`src/rtl/destmatch_pkg.sv`:
```
// Shared encodings for the destination match block.
// Assumes a 4-bit format code held in the top nibble of the format register.
package destmatch_pkg;

    typedef enum logic [1:0] {
        SH_NONE   = 2'd0,
        SH_SELF   = 2'd1,
        SH_ALL    = 2'd2,
        SH_OTHERS = 2'd3
    } shorthand_e;

    typedef enum logic [1:0] {
        RSEL_ID   = 2'd0,
        RSEL_LDR  = 2'd1,
        RSEL_DFR  = 2'd2,
        RSEL_NONE = 2'd3
    } regsel_e;

    localparam int FMT_W = 4;
    localparam logic [FMT_W-1:0] FMT_FLAT    = 4'hF;
    localparam logic [FMT_W-1:0] FMT_CLUSTER = 4'h0;

endpackage

```
`src/rtl/destmatch_regs.sv`:
```
// Register store for the local ID, the logical destination register and the
// format register. In extended mode the logical register is rebuilt from the
// ID each cycle and all writes are dropped.
// Assumes ID_W is even and REG_W >= ID_W + REG_W/2.
module destmatch_regs
    import destmatch_pkg::*;
#(
    parameter int ID_W  = 8,
    parameter int REG_W = 32
) (
    input  logic             clk,
    input  logic             rst_n,
    input  logic             wr_en_i,
    input  logic [1:0]       wr_sel_i,
    input  logic [REG_W-1:0] wr_data_i,
    input  logic             ext_mode_i,
    output logic [ID_W-1:0]  id_o,
    output logic [REG_W-1:0] ldr_o,
    output logic [REG_W-1:0] dfr_o
);

    localparam int NIB        = ID_W / 2;
    localparam int CLUS_SHIFT = REG_W / 2;
    localparam int FMT_KEEP   = REG_W - FMT_W;

    logic [ID_W-1:0]  id_q;
    logic [REG_W-1:0] ldr_q;
    logic [REG_W-1:0] dfr_q;
    logic [REG_W-1:0] ext_ldr;
    regsel_e          sel;

    assign sel = regsel_e'(wr_sel_i);

    // Build the extended-mode logical value: cluster bits shifted up, member one-hot below
    always_comb begin
        ext_ldr = (REG_W'(id_q) & ~REG_W'({NIB{1'b1}})) << CLUS_SHIFT;
        ext_ldr = ext_ldr | (REG_W'(1) << id_q[NIB-1:0]);
    end

    // Register updates: reset, extended-mode rebuild, or software writes
    always_ff @(posedge clk) begin
        if (!rst_n) begin
            id_q  <= '0;
            ldr_q <= '0;
            dfr_q <= '1;
        end else if (ext_mode_i) begin
            ldr_q <= ext_ldr;
        end else if (wr_en_i) begin
            case (sel)
                RSEL_ID:  id_q  <= wr_data_i[ID_W-1:0];
                RSEL_LDR: ldr_q <= wr_data_i;
                RSEL_DFR: dfr_q <= {wr_data_i[REG_W-1 -: FMT_W], {FMT_KEEP{1'b1}}};
                default:  ;
            endcase
        end
    end

    assign id_o  = id_q;
    assign ldr_o = ldr_q;
    assign dfr_o = dfr_q;

    AST_DFR_LOW_ONES: assert property (@(posedge clk) disable iff (!rst_n)
        $past(rst_n) |-> (&dfr_q[FMT_KEEP-1:0]));

    AST_EXT_LDR_ONEHOT: assert property (@(posedge clk) disable iff (!rst_n)
        (ext_mode_i && $past(ext_mode_i) && $past(rst_n))
        |-> ($countones(ldr_q[CLUS_SHIFT-1:0]) == 1));

    AST_EXT_ID_HOLD: assert property (@(posedge clk) disable iff (!rst_n)
        ($past(ext_mode_i) && $past(rst_n)) |-> ($stable(id_q) && $stable(dfr_q)));

endmodule

```
`src/rtl/destmatch_logical.sv`:
```
// Logical-address comparator: flat, cluster or extended matching against the
// stored logical register. Purely combinational.
// Assumes the format code arrives as the top nibble of the format register.
module destmatch_logical
    import destmatch_pkg::*;
#(
    parameter int ID_W  = 8,
    parameter int REG_W = 32
) (
    input  logic [REG_W-1:0] ldr_i,
    input  logic [FMT_W-1:0] fmt_i,
    input  logic [REG_W-1:0] dest_i,
    input  logic             ext_mode_i,
    output logic             hit_o,
    output logic             fmt_err_o
);

    localparam int NIB = ID_W / 2;

    logic [ID_W-1:0] lid;
    logic [ID_W-1:0] dbyte;

    assign lid   = ldr_i[REG_W-1 -: ID_W];
    assign dbyte = dest_i[ID_W-1:0];

    // Select the comparison rule from the mode and format code
    always_comb begin
        hit_o     = 1'b0;
        fmt_err_o = 1'b0;
        if (ext_mode_i) begin
            hit_o = |(ldr_i & dest_i);
        end else begin
            case (fmt_i)
                FMT_FLAT:    hit_o = |(lid & dbyte);
                FMT_CLUSTER: hit_o = (lid[ID_W-1 -: NIB] == dbyte[ID_W-1 -: NIB])
                                     && |(lid[NIB-1:0] & dbyte[NIB-1:0]);
                default:     fmt_err_o = 1'b1;
            endcase
        end
    end

endmodule

```
`src/rtl/destmatch_top.sv`:
```
// Destination match decision for one local interrupt controller. Combines the
// shorthand, physical and logical paths into a single match bit.
// Assumes message inputs are stable around the sampling edge; only the
// register writes are clocked.
module destmatch_top
    import destmatch_pkg::*;
#(
    parameter int ID_W  = 8,
    parameter int REG_W = 32
) (
    input  logic             clk,
    input  logic             rst_n,
    input  logic             wr_en_i,
    input  logic [1:0]       wr_sel_i,
    input  logic [REG_W-1:0] wr_data_i,
    input  logic             ext_mode_i,
    input  logic [REG_W-1:0] dest_i,
    input  logic             dest_logical_i,
    input  logic [1:0]       shorthand_i,
    input  logic             src_self_i,
    output logic             match_o,
    output logic             fmt_err_o,
    output logic [ID_W-1:0]  id_o,
    output logic [REG_W-1:0] ldr_o,
    output logic [REG_W-1:0] dfr_o
);

    localparam logic [ID_W-1:0] BCAST = '1;

    logic       log_hit;
    logic       log_err;
    logic       phys_hit;
    shorthand_e sh;

    assign sh = shorthand_e'(shorthand_i);

    destmatch_regs #(.ID_W(ID_W), .REG_W(REG_W)) regs_i (
        .clk        (clk),
        .rst_n      (rst_n),
        .wr_en_i    (wr_en_i),
        .wr_sel_i   (wr_sel_i),
        .wr_data_i  (wr_data_i),
        .ext_mode_i (ext_mode_i),
        .id_o       (id_o),
        .ldr_o      (ldr_o),
        .dfr_o      (dfr_o)
    );

    destmatch_logical #(.ID_W(ID_W), .REG_W(REG_W)) logical_i (
        .ldr_i      (ldr_o),
        .fmt_i      (dfr_o[REG_W-1 -: FMT_W]),
        .dest_i     (dest_i),
        .ext_mode_i (ext_mode_i),
        .hit_o      (log_hit),
        .fmt_err_o  (log_err)
    );

    // Physical compare against broadcast and the local ID
    assign phys_hit = (dest_i[ID_W-1:0] == BCAST) || (dest_i[ID_W-1:0] == id_o);

    // Shorthand decode picks the final decision
    always_comb begin
        case (sh)
            SH_NONE:   match_o = dest_logical_i ? log_hit : phys_hit;
            SH_SELF:   match_o = src_self_i;
            SH_ALL:    match_o = 1'b1;
            SH_OTHERS: match_o = !src_self_i;
            default:   match_o = 1'b0;
        endcase
    end

    // Error only when the logical path actually decided
    assign fmt_err_o = (sh == SH_NONE) && dest_logical_i && log_err;

    AST_SHORT_ALL_MATCH: assert property (@(posedge clk) disable iff (!rst_n)
        (shorthand_i == 2'd2) |-> match_o);

    AST_SHORT_OTHERS_SELF: assert property (@(posedge clk) disable iff (!rst_n)
        (shorthand_i == 2'd3 && src_self_i) |-> !match_o);

    AST_PHYS_BCAST: assert property (@(posedge clk) disable iff (!rst_n)
        (shorthand_i == 2'd0 && !dest_logical_i && dest_i[ID_W-1:0] == BCAST)
        |-> match_o);

    AST_FMT_ERR_NO_MATCH: assert property (@(posedge clk) disable iff (!rst_n)
        fmt_err_o |-> !match_o);

endmodule

```
`config.mk`:
```
export PLATFORM = sky130hd
export DESIGN_NAME = destmatch_top
export DESIGN_NICKNAME = d
export VERILOG_FILES = /design/src/rtl/destmatch_pkg.sv /design/src/rtl/destmatch_regs.sv /design/src/rtl/destmatch_logical.sv /design/src/rtl/destmatch_top.sv
export SDC_FILE = /design/constraint.sdc
export NUM_CORES = 1
export LEC_CHECK = 0
export BUFFER_PORTS_ARGS = -buffer_cell sky130_fd_sc_hd__buf_2
export CAP_MARGIN = 20
export CORE_ASPECT_RATIO = 0.6
export CORE_MARGIN = 2
export CORE_UTILIZATION = 40
export DETAILED_ROUTE_END_ITERATION = 12
export PLACE_DENSITY_LB_ADDON = 0.05
export SLEW_MARGIN = 25
export SYNTH_ARGS = -nofsm -noshare
export SYNTH_HDL_FRONTEND = slang
export SYNTH_SLANG_ARGS = --single-unit
```
`constraint.sdc`:
```
create_clock -name clk -period 1.77 [get_ports clk]
set_input_delay 0.354 -clock clk [delete_from_list [all_inputs] [get_ports clk]]
set_output_delay 0.354 -clock clk [all_outputs]
set_load 0.05 [all_outputs]
```
==> Implementation_results.wiki, run 1 <==
{| class="wikitable"
! Metric !! Value
|-
| Longest individual stage delay on the worst path || 0.44 ns
|-
| Ordered list of cells on the worst path || buf_4, a22oi_2, nand4_1, or4_4, nand4_1, o211ai_1, buf_4
|-
| Placeable Area || slightly above 6000 um2
|-
| Sequential fraction of the synthesis area || 0.3427
|-
| Final Slew Violations || 0
|-
| Detailed-placement wirelength estimate || 6942 um
|-
| Top cell types by occurrence after synthesis || 101 x sky130_fd_sc_hd__nand2_1, 44 x sky130_fd_sc_hd__dfxtp_1, 30 x sky130_fd_sc_hd__buf_4, 22 x sky130_fd_sc_hd__o21ai_0
|-
| Clock tree from TritonCTS || built
|-
| Number of top-level pins || roughly 150
|-
| Run status || finished, violations left
|-
| CTS Sinks || 44
|-
| Routed length per placed instance || between 15 and 20 um
|-
| VDD IR max || about 300 uV
|-
| Count of routing violations after the opening detailed-route iteration || between 100 and 150
|-
| Clock transition at the registers of the reported paths || roughly 0.080 ns
|-
| Crit-path max FO || 3
|-
| Final setup vio count || 2
|-
| Endpoint, Worst Hold || regs_i.ldr_o[24]
|-
| Hold Crit Start || wr_data_i[24]
|-
| Class of the tightest hold or removal check || input pin to register
|-
| Synthesized netlist cell count || 328
|-
| Chip Width || 107.5 um
|-
| Worst path arrival time || 1.96 ns
|-
| Violations in the final reports || negative setup slack
|-
| Initial standard-cell utilization of the core || 0.4168
|-
| Synthesized area divided by synthesized cell count || 7.835 um2
|-
| Number of enable flip-flop cells after synthesis || 0
|-
| Die height || 66.09 um
|-
| # hold bufs at CTS || 0
|-
| Top_reg_cell synth || sky130_fd_sc_hd__dfxtp_1
|-
| Wire length of the first global-routing pass || 13450 um
|-
| Tot Pwr || 2.438 mW
|-
| Biggest area consumer among synthesized cells || sky130_fd_sc_hd__dfxtp_1
|-
| Synthesized flop and latch total || between 40 and 50
|-
| Top post-synthesis cells by area || sky130_fd_sc_hd__dfxtp_1 34%, sky130_fd_sc_hd__nand2_1 15%, sky130_fd_sc_hd__buf_4 8.8%, sky130_fd_sc_hd__o211a_1 6.2%, sky130_fd_sc_hd__a22oi_1 4.7%
|-
| Summed instance area of the synthesized netlist || 2570 um2
|-
| Aggregate global-route resource usage || 0.2482
|-
| Worst-case setup slack after placement || -0.5253 ns
|-
| Overall via count from detail_route || 2861
|-
| Distinct cells, synth || 35
|-
| Number of clock buffers inserted by TritonCTS || 5
|-
| Clock root buffer || sky130_fd_sc_hd__clkbuf_8
|-
| Final WL || slightly below 9000 um
|-
| Antenna violations before repair || 0
|-
| Reg-to-reg critical path endpoint || regs_i.ldr_o[5]
|-
| Critical path's top delay family || simple AND/OR/NAND/NOR gates
|-
| DIE AREA || 7103 um2
|-
| Util after Layout || 0.6144
|-
| Share of synthesized flip-flops with an asynchronous set or reset || 0
|-
| Leading cell type by number of instances after synthesis || sky130_fd_sc_hd__nand2_1
|-
| Final TNS setup || -0.5977 ns
|-
| Setup slack after layout || -0.5437 ns
|-
| Worst Reg2Reg Path Length in Cells || 4
|-
| Area fraction of the dominant cell type after synthesis || 0.3427
|-
| Highest Clock Rate || 432.2 MHz
|-
| Antenna Cells || 0
|-
| Post-route ant nets || 0
|-
| Slowest cell on crit path || sky130_fd_sc_hd__or4_4
|-
| Kind of capture point of the worst setup path || primary output
|-
| Final GP Congestion || 0.8589
|-
| Nature of the critical path startpoint || register
|-
| Power Density || 643.4 nW/um2
|-
| RSZ-0062 raised after global routing || yes
|-
| Router iterations before antenna repair || 4
|-
| Critical path required time || 1.42 ns
|-
| Via/cell ratio || 4.916
|-
| Count of input and output buffers || 119
|-
| Number of inserted filler cells in the final layout || 593
|-
| Number of violations of the max-capacitance limit || 0
|-
| Setup slack of the most critical reg-to-reg path || 0.42 ns
|-
| Overflow after GRT || 0
|-
| Number of H-tree branching levels || 2
|-
| Share of cells above drive strength 1 || 0.4257
|-
| Final clock period utilization by the worst path || 1.307
|-
| Largest net degree at the start of global routing || 33
|-
| Number of nets in the final layout || 575
|-
| Number of global-route vias before repair || 2598
|-
| Later-pin clock latency in the skew report || 0.30 ns
|-
| Hold slack || 0.2858 ns
|-
| DRC Markers || 0
|-
| Count of buffering cells on the critical path with inverters included || 2
|-
| Hold Path Stages || 3
|-
| Worst Skew || 0.007946 ns
|-
| Leakage power summed over all cells || 1.929 nW
|-
| Clock period minus worst slack || around 2.3 ns
|-
| CP Launch Point || regs_i.ldr_o[28]
|-
| Yosys warnings || 0
|-
| Fin. Hold Viols || 0
|-
| Syn-to-layout area delta || 47.42%
|-
| FP Rows || 22
|-
| Worst setup path class || register to primary output
|-
| Startpoint of the worst-slack reg-to-reg timing path || regs_i.id_o[1]
|-
| Maximum clock insertion buffer count || 2
|}
[kinds of logic (layout without fill, tap and decap cells)]
family | count (synthesis) | in the layout | synth area share
xor+xnor | 9 | 9 | 0.03067
buf+inv | 45 | 188 | 0.1168
flops | 44 | 44 | 0.3427
compound gates | 81 | 81 | 0.2196
fa+ha+maj | 4 | 4 | 0.01947
mux | 8 | 8 | 0.03116
simple gates | 136 | 136 | 0.2381
other cells | 1 | 28 | 0.001459
[cell usage in the layout (no fill, tap or decap), types with 2 or more instances in the layout]
cell type	Yosys	final
sky130_fd_sc_hd__a21boi_0	8	8
sky130_fd_sc_hd__a21oi_1	14	14
sky130_fd_sc_hd__a22oi_1	16	11
sky130_fd_sc_hd__a22oi_2	0	5
sky130_fd_sc_hd__and2_1	4	4
sky130_fd_sc_hd__buf_12	0	2
sky130_fd_sc_hd__buf_2	3	117
sky130_fd_sc_hd__buf_4	30	58
sky130_fd_sc_hd__buf_6	2	3
sky130_fd_sc_hd__clkbuf_8	0	6
sky130_fd_sc_hd__conb_1	1	28
sky130_fd_sc_hd__dfxtp_1	44	36
sky130_fd_sc_hd__dfxtp_2	0	4
sky130_fd_sc_hd__dfxtp_4	0	4
sky130_fd_sc_hd__ha_4	0	3
sky130_fd_sc_hd__mux2i_1	8	8
sky130_fd_sc_hd__nand2_1	101	100
sky130_fd_sc_hd__nand2b_1	5	5
sky130_fd_sc_hd__nand4_1	10	10
sky130_fd_sc_hd__nor2_1	3	3
sky130_fd_sc_hd__o211a_1	16	16
sky130_fd_sc_hd__o21ai_0	22	22
sky130_fd_sc_hd__or2_2	2	2
sky130_fd_sc_hd__xnor2_1	9	9
[tightest hold or removal path, stage by stage]
cell	delay, ns
sky130_fd_sc_hd__buf_2	0.09
sky130_fd_sc_hd__nand2_1	0.04
sky130_fd_sc_hd__a21oi_1	0.05
[state kept, by name, indices dropped and copies added (netlist names)]
| name | cells |
|---|---|
| regs_i.dfr_o | 4 |
| regs_i.id_o | 8 |
| regs_i.ldr_o | 32 |
[how the worst max path moves through the flow]
| stage | endpoint | slack, ns | cells after the start |
|---|---|---|---|
| after global placement | match_o | -0.51 | 7 |
| after CTS | match_o | -0.54 | 6 |
| after global routing | match_o | -0.64 | 6 |
| after detailed placement | match_o | -0.53 | 7 |
| after floorplan | match_o | -0.66 | 5 |
| final | match_o | -0.54 | 7 |
[what timing repair did]
action	4_1_cts	5_1_grt
gates resized for setup	13	3
pin swaps	5	1
buffers inserted	0	0
endpoints found under the setup margin	2	2
hold endpoints to repair	0	0
[where the power goes]
part           switching, mW  internal [mW]  leakage [nW]
clock network          0.363          0.319        0.0488
logic                  0.467          0.243          1.52
registers             0.0288           1.02         0.360
[cell type report]
type / count / area [um2] / share of cell area
Clock inverter: 1 / 6.256 / 0.001651
Multi-Input combinational cell: 266 / 1595 / 0.4211
Timing Repair Buffer: 180 / 1095 / 0.2890
Sequential cell: 44 / 900.9 / 0.2378
Tap cell: 84 / 105.1 / 0.02774
Clock buffer: 7 / 86.33 / 0.02279
[metal layers]
metal | part of all wire | global-route usage | up-vias
li1 | - | - | 1426
met1 | 0.48 | 0.3610 | 1325
met2 | 0.43 | 0.3860 | 99
met3 | 0.078 | 0.04532 | 11
met4 | 0.0089 | 0.04487 | 0
met5 | 0 | 0 | -
[stage by stage]
| stage | area [um2] | cells |
|---|---|---|
| after detailed placement | 3612 | 574 |
| after global routing | 3789 | 582 |
| after floorplan | 2729 | 355 |
| final | 3789 | 582 |
| after CTS | 3777 | 582 |
| after global placement | 3612 | 574 |
No activity file was read; power rests on OpenSTA's default activity.
==> run 2: changes to the inputs <==
--- a/config.mk
+++ b/config.mk
@@ -12,7 +12,9 @@
 export CORE_UTILIZATION = 40
 export DETAILED_ROUTE_END_ITERATION = 12
 export PLACE_DENSITY_LB_ADDON = 0.05
+export SKIP_CTS_REPAIR_TIMING = 1
 export SLEW_MARGIN = 25
 export SYNTH_ARGS = -nofsm -noshare
 export SYNTH_HDL_FRONTEND = slang
+export SYNTH_HIERARCHICAL = 1
 export SYNTH_SLANG_ARGS = --single-unit
==> Implementation_results.wiki, run 2 <==
{| class="wikitable"
! Metric !! Value
|-
| Nature of the critical path startpoint || register
|-
| Overflow after GRT || 0
|-
| CTS Sinks || 44
|-
| Setup slack after layout || -1.017 ns
|-
| Slowest cell on crit path || sky130_fd_sc_hd__or4_1
|-
| Clock network fraction of total power || 0.275
|-
| Reg area || 898.4 um2
|-
| Met3 track demand over resource || 0.05577
|-
| Syn-to-layout area delta || 44.38%
|-
| Number of enable flip-flop cells after synthesis || 0
|-
| Kind of capture point of the worst setup path || primary output
|-
| Clock period minus worst slack || 2.787 ns
|-
| Setup slack of the most critical reg-to-reg path || about 0.41 ns
|-
| Chip Width || 108.2 um
|-
| Power Density || 656.0 nW/um2
|-
| Number of inserted filler cells in the final layout || 592
|-
| Leading cell type in the layout, fill and taps excluded || sky130_fd_sc_hd__buf_2
|-
| Critical path required time || 1.42 ns
|-
| Later-pin clock latency in the skew report || 0.29 ns
|-
| Final GP Congestion || between 0.8 and 0.9
|-
| Antenna Cells || 0
|-
| Antenna violations before repair || 0
|-
| Share of synthesized flip-flops with an asynchronous set or reset || 0
|-
| Class of the tightest hold or removal check || input pin to register
|-
| Die height || 66.51 um
|-
| VDD IR max || ~390 uV
|-
| Leading cell types in the layout, fill and taps excluded || 117 x sky130_fd_sc_hd__buf_2, 57 x sky130_fd_sc_hd__buf_4, 48 x sky130_fd_sc_hd__nand2_1
|-
| Worst setup path class || register to primary output
|-
| DRC Markers || 0
|-
| Routed length per placed instance || approximately 16 um
|-
| Switching Share || 0.3429
|-
| Max_slew headroom || 0.6623
|-
| Fin. Hold Viols || 0
|-
| Wire length of the first global-routing pass || around 14000 um
|-
| Final Slew Violations || 0
|-
| Worst Max-Slew Pin Slew || 0.5066 ns
|-
| Router iterations before antenna repair || 5
|-
| Count of buffering cells on the critical path with inverters included || 1
|-
| Leading cell type by number of instances after synthesis || sky130_fd_sc_hd__nand2_1
|-
| Top post-synthesis cells by area || sky130_fd_sc_hd__dfxtp_1 34%, sky130_fd_sc_hd__buf_4 9.2%, sky130_fd_sc_hd__nand2_1 6.9%, sky130_fd_sc_hd__nor3_1 6.0%, sky130_fd_sc_hd__nor4bb_1 5.8%
|-
| Final clock period utilization by the worst path || 1.575
|-
| Number of nets in the final layout || 564
|-
| RSZ-0062 raised after global routing || yes
|-
| Count of routing violations after the opening detailed-route iteration || about 140
|-
| Area of combinational cells with multiple inputs || about 1500 um2
|-
| Aggregate global-route resource usage || 0.2508
|-
| Psw || 0.8460 mW
|-
| Synthesized flop and latch total || 44
|-
| Placeable Area || 6193 um2
|-
| Clock root buffer || sky130_fd_sc_hd__clkbuf_8
|-
| Final TNS setup || -1.174 ns
|-
| Top_reg_cell synth || sky130_fd_sc_hd__dfxtp_1
|-
| Clock tree from TritonCTS || built
|-
| Violations in the final reports || negative setup slack
|-
| Leakage power summed over all cells || 1.777 nW
|-
| Biggest area consumer among synthesized cells || sky130_fd_sc_hd__dfxtp_1
|-
| Worst Skew || 0.006560 ns
|-
| Number of violations of the max-capacitance limit || 0
|-
| Number of top-level pins || 148
|-
| FP Rows || 22
|-
| Most Used Layer, Global Route || met2
|-
| Critical path's top delay family || compound AO/OA/AOI/OAI gates
|-
| Number of clock buffers inserted by TritonCTS || 5
|-
| Ordered list of cells on the worst path || ha_1, or4_1, a211oi_2, a211oi_1, a31oi_1, nor3b_1, a21oi_1, nor2_1, a311oi_4, buf_6
|-
| Seq pwr share || 0.424
|-
| Startpoint of the worst-slack reg-to-reg timing path || regs_i/id_o[0]
|-
| Top cell types by occurrence after synthesis || 48 x sky130_fd_sc_hd__nand2_1, 44 x sky130_fd_sc_hd__dfxtp_1, 32 x sky130_fd_sc_hd__buf_4, 31 x sky130_fd_sc_hd__nor3_1, 28 x sky130_fd_sc_hd__o21ai_0
|-
| Reg-to-reg critical path endpoint || regs_i/ldr_o[8]
|-
| Highest Clock Rate || 358.8 MHz
|-
| Synthesized netlist cell count || 317
|-
| DIE AREA || about 7200 um2
|-
| Final WL || 8910 um
|-
| Maximum clock insertion buffer count || 2
|-
| Sequential fraction of the synthesis area || 0.3381
|-
| Largest net degree at the start of global routing || 54
|-
| Share of cells above drive strength 1 || 0.4362
|-
| Hold Path Stages || 3
|-
| Number of global-route vias before repair || 2587
|-
| Number of flip-flops in the largest register || 32
|-
| GR Util met2 || 0.3766
|-
| Hold Crit Start || wr_data_i[5]
|-
| Overall via count from detail_route || 2942
|-
| Area fraction of the dominant cell type after synthesis || 0.3381
|-
| Initial standard-cell utilization of the core || 0.4206
|-
| Number of H-tree branching levels || 2
|-
| Clock transition at the registers of the reported paths || 0.08 ns
|-
| Global Route met1 Usage || 0.3691
|-
| Via/cell ratio || 5.161
|-
| Synthesized area divided by synthesized cell count || 8.218 um2
|-
| Tot Pwr || between 2 and 2.5 mW
|-
| Crit-path max FO || 2
|-
| Detailed-placement wirelength estimate || 7053 um
|-
| Summed instance area of the synthesized netlist || 2605 um2
|-
| Final setup vio count || 2
|-
| Worst path arrival time || 2.43 ns
|-
| Worst Reg2Reg Path Length in Cells || 4
|-
| Endpoint, Worst Hold || regs_i/id_o[5]
|-
| Count of input and output buffers || 119
|-
| Post-route ant nets || 0
|-
| Logic gate share of total power || 0.300
|-
| Run status || finished, violations left
|-
| Distinct cells, synth || 40
|-
| Yosys warnings || 6
|-
| Internal power || 1.621 mW
|-
| Longest individual stage delay on the worst path || 0.48 ns
|}
## run 2: cell types whose count changed after synthesis, moves of 4 or more
| cell | previous run | this run |
|---|---|---|
| sky130_fd_sc_hd__o211a_1 | 16 | 0 |
| sky130_fd_sc_hd__nor3_1 | 0 | 31 |
| sky130_fd_sc_hd__o21ai_0 | 22 | 28 |
| sky130_fd_sc_hd__and2_1 | 4 | 0 |
| sky130_fd_sc_hd__nand3_1 | 0 | 9 |
| sky130_fd_sc_hd__nand2_1 | 101 | 48 |
| sky130_fd_sc_hd__a21boi_0 | 8 | 0 |
| sky130_fd_sc_hd__xor2_1 | 0 | 8 |
| sky130_fd_sc_hd__nand4_1 | 10 | 5 |
| sky130_fd_sc_hd__xnor2_1 | 9 | 0 |
| sky130_fd_sc_hd__a21oi_1 | 14 | 24 |
| sky130_fd_sc_hd__nor4bb_1 | 1 | 15 |
| sky130_fd_sc_hd__mux2i_1 | 8 | 4 |
## run 2: final cells by class
class,count,share of cell area
well taps,84,0.02794
flip-flops and latches,44,0.2389
inverters,2,0.001996
repair buffers,183,0.3057
clock buffers,7,0.02562
multi-input cells,250,0.3999
## run 2: worst max-delay path by stage
stage | depth (start not counted) | slack [ns] | startpoint | end
2_1_floorplan | 9 | -0.87 | regs_i/ldr_o[31] | match_o
3_5_place_dp | 11 | -0.95 | dest_i[7] | match_o
6_report | 10 | -1.02 | regs_i/ldr_o[28] | match_o
4_1_cts | 10 | -1.11 | regs_i/ldr_o[28] | match_o
3_3_place_gp | 11 | -0.94 | dest_i[7] | match_o
5_1_grt | 10 | -1.13 | regs_i/ldr_o[28] | match_o
## run 2: per-layer routing
| metal | wire, um | share of wire |
|---|---|---|
| met4 | 46 | 0.0052 |
| met1 | 4349 | 0.49 |
| met3 | 810 | 0.091 |
| met2 | 3703 | 0.42 |
| met5 | 0 | 0 |
## run 2: cell families (layout without fill, tap and decap cells)
group           Yosys count  count (layout)  share of synthesized area
flops                    44              44                     0.3381
mux                       4               4                    0.01537
compound gates           74              74                     0.1676
other cells               1              28                   0.001440
xor+xnor                  8               8                    0.02690
buf+inv                  50             192                     0.1431
simple gates            132             132                     0.2882
fa+ha+maj                 4               4                    0.01921
## run 2: worst register-to-register path, stage by stage (launching register included)
cell                       delay (ns)
sky130_fd_sc_hd__dfxtp_1         0.33
sky130_fd_sc_hd__buf_4           0.16
sky130_fd_sc_hd__or2_2           0.34
sky130_fd_sc_hd__o21ai_0         0.19
sky130_fd_sc_hd__nor4bb_1        0.26
## run 2: power by group through the flow
stage               Clock, mW  Sequential [mW]  Combinational [mW]
floorplan                   0             1.20               0.378
global placement            0             1.07               0.725
detailed placement          0             1.07               0.729
CTS                     0.695             1.05               0.731
global route            0.746             1.05               0.789
finish                  0.679             1.05               0.741
## run 2: metrics by stage
| step | instance area, um2 | hold slack (ns) | worst slack, ns | instances | util |
|---|---|---|---|---|---|
| final | 3761 | 0.2999 | -1.017 | 570 | 0.6073 |
| after global routing | 3761 | 0.2868 | -1.134 | 570 | 0.6073 |
| after CTS | 3734 | 0.2965 | -1.106 | 570 | 0.6028 |
| after detailed placement | 3637 | 0.5132 | -0.9492 | 563 | 0.5873 |
| after global placement | 3637 | 0.4960 | -0.9407 | 563 | 0.5873 |
| after floorplan | 2771 | 0.4796 | -0.8697 | 344 | - |
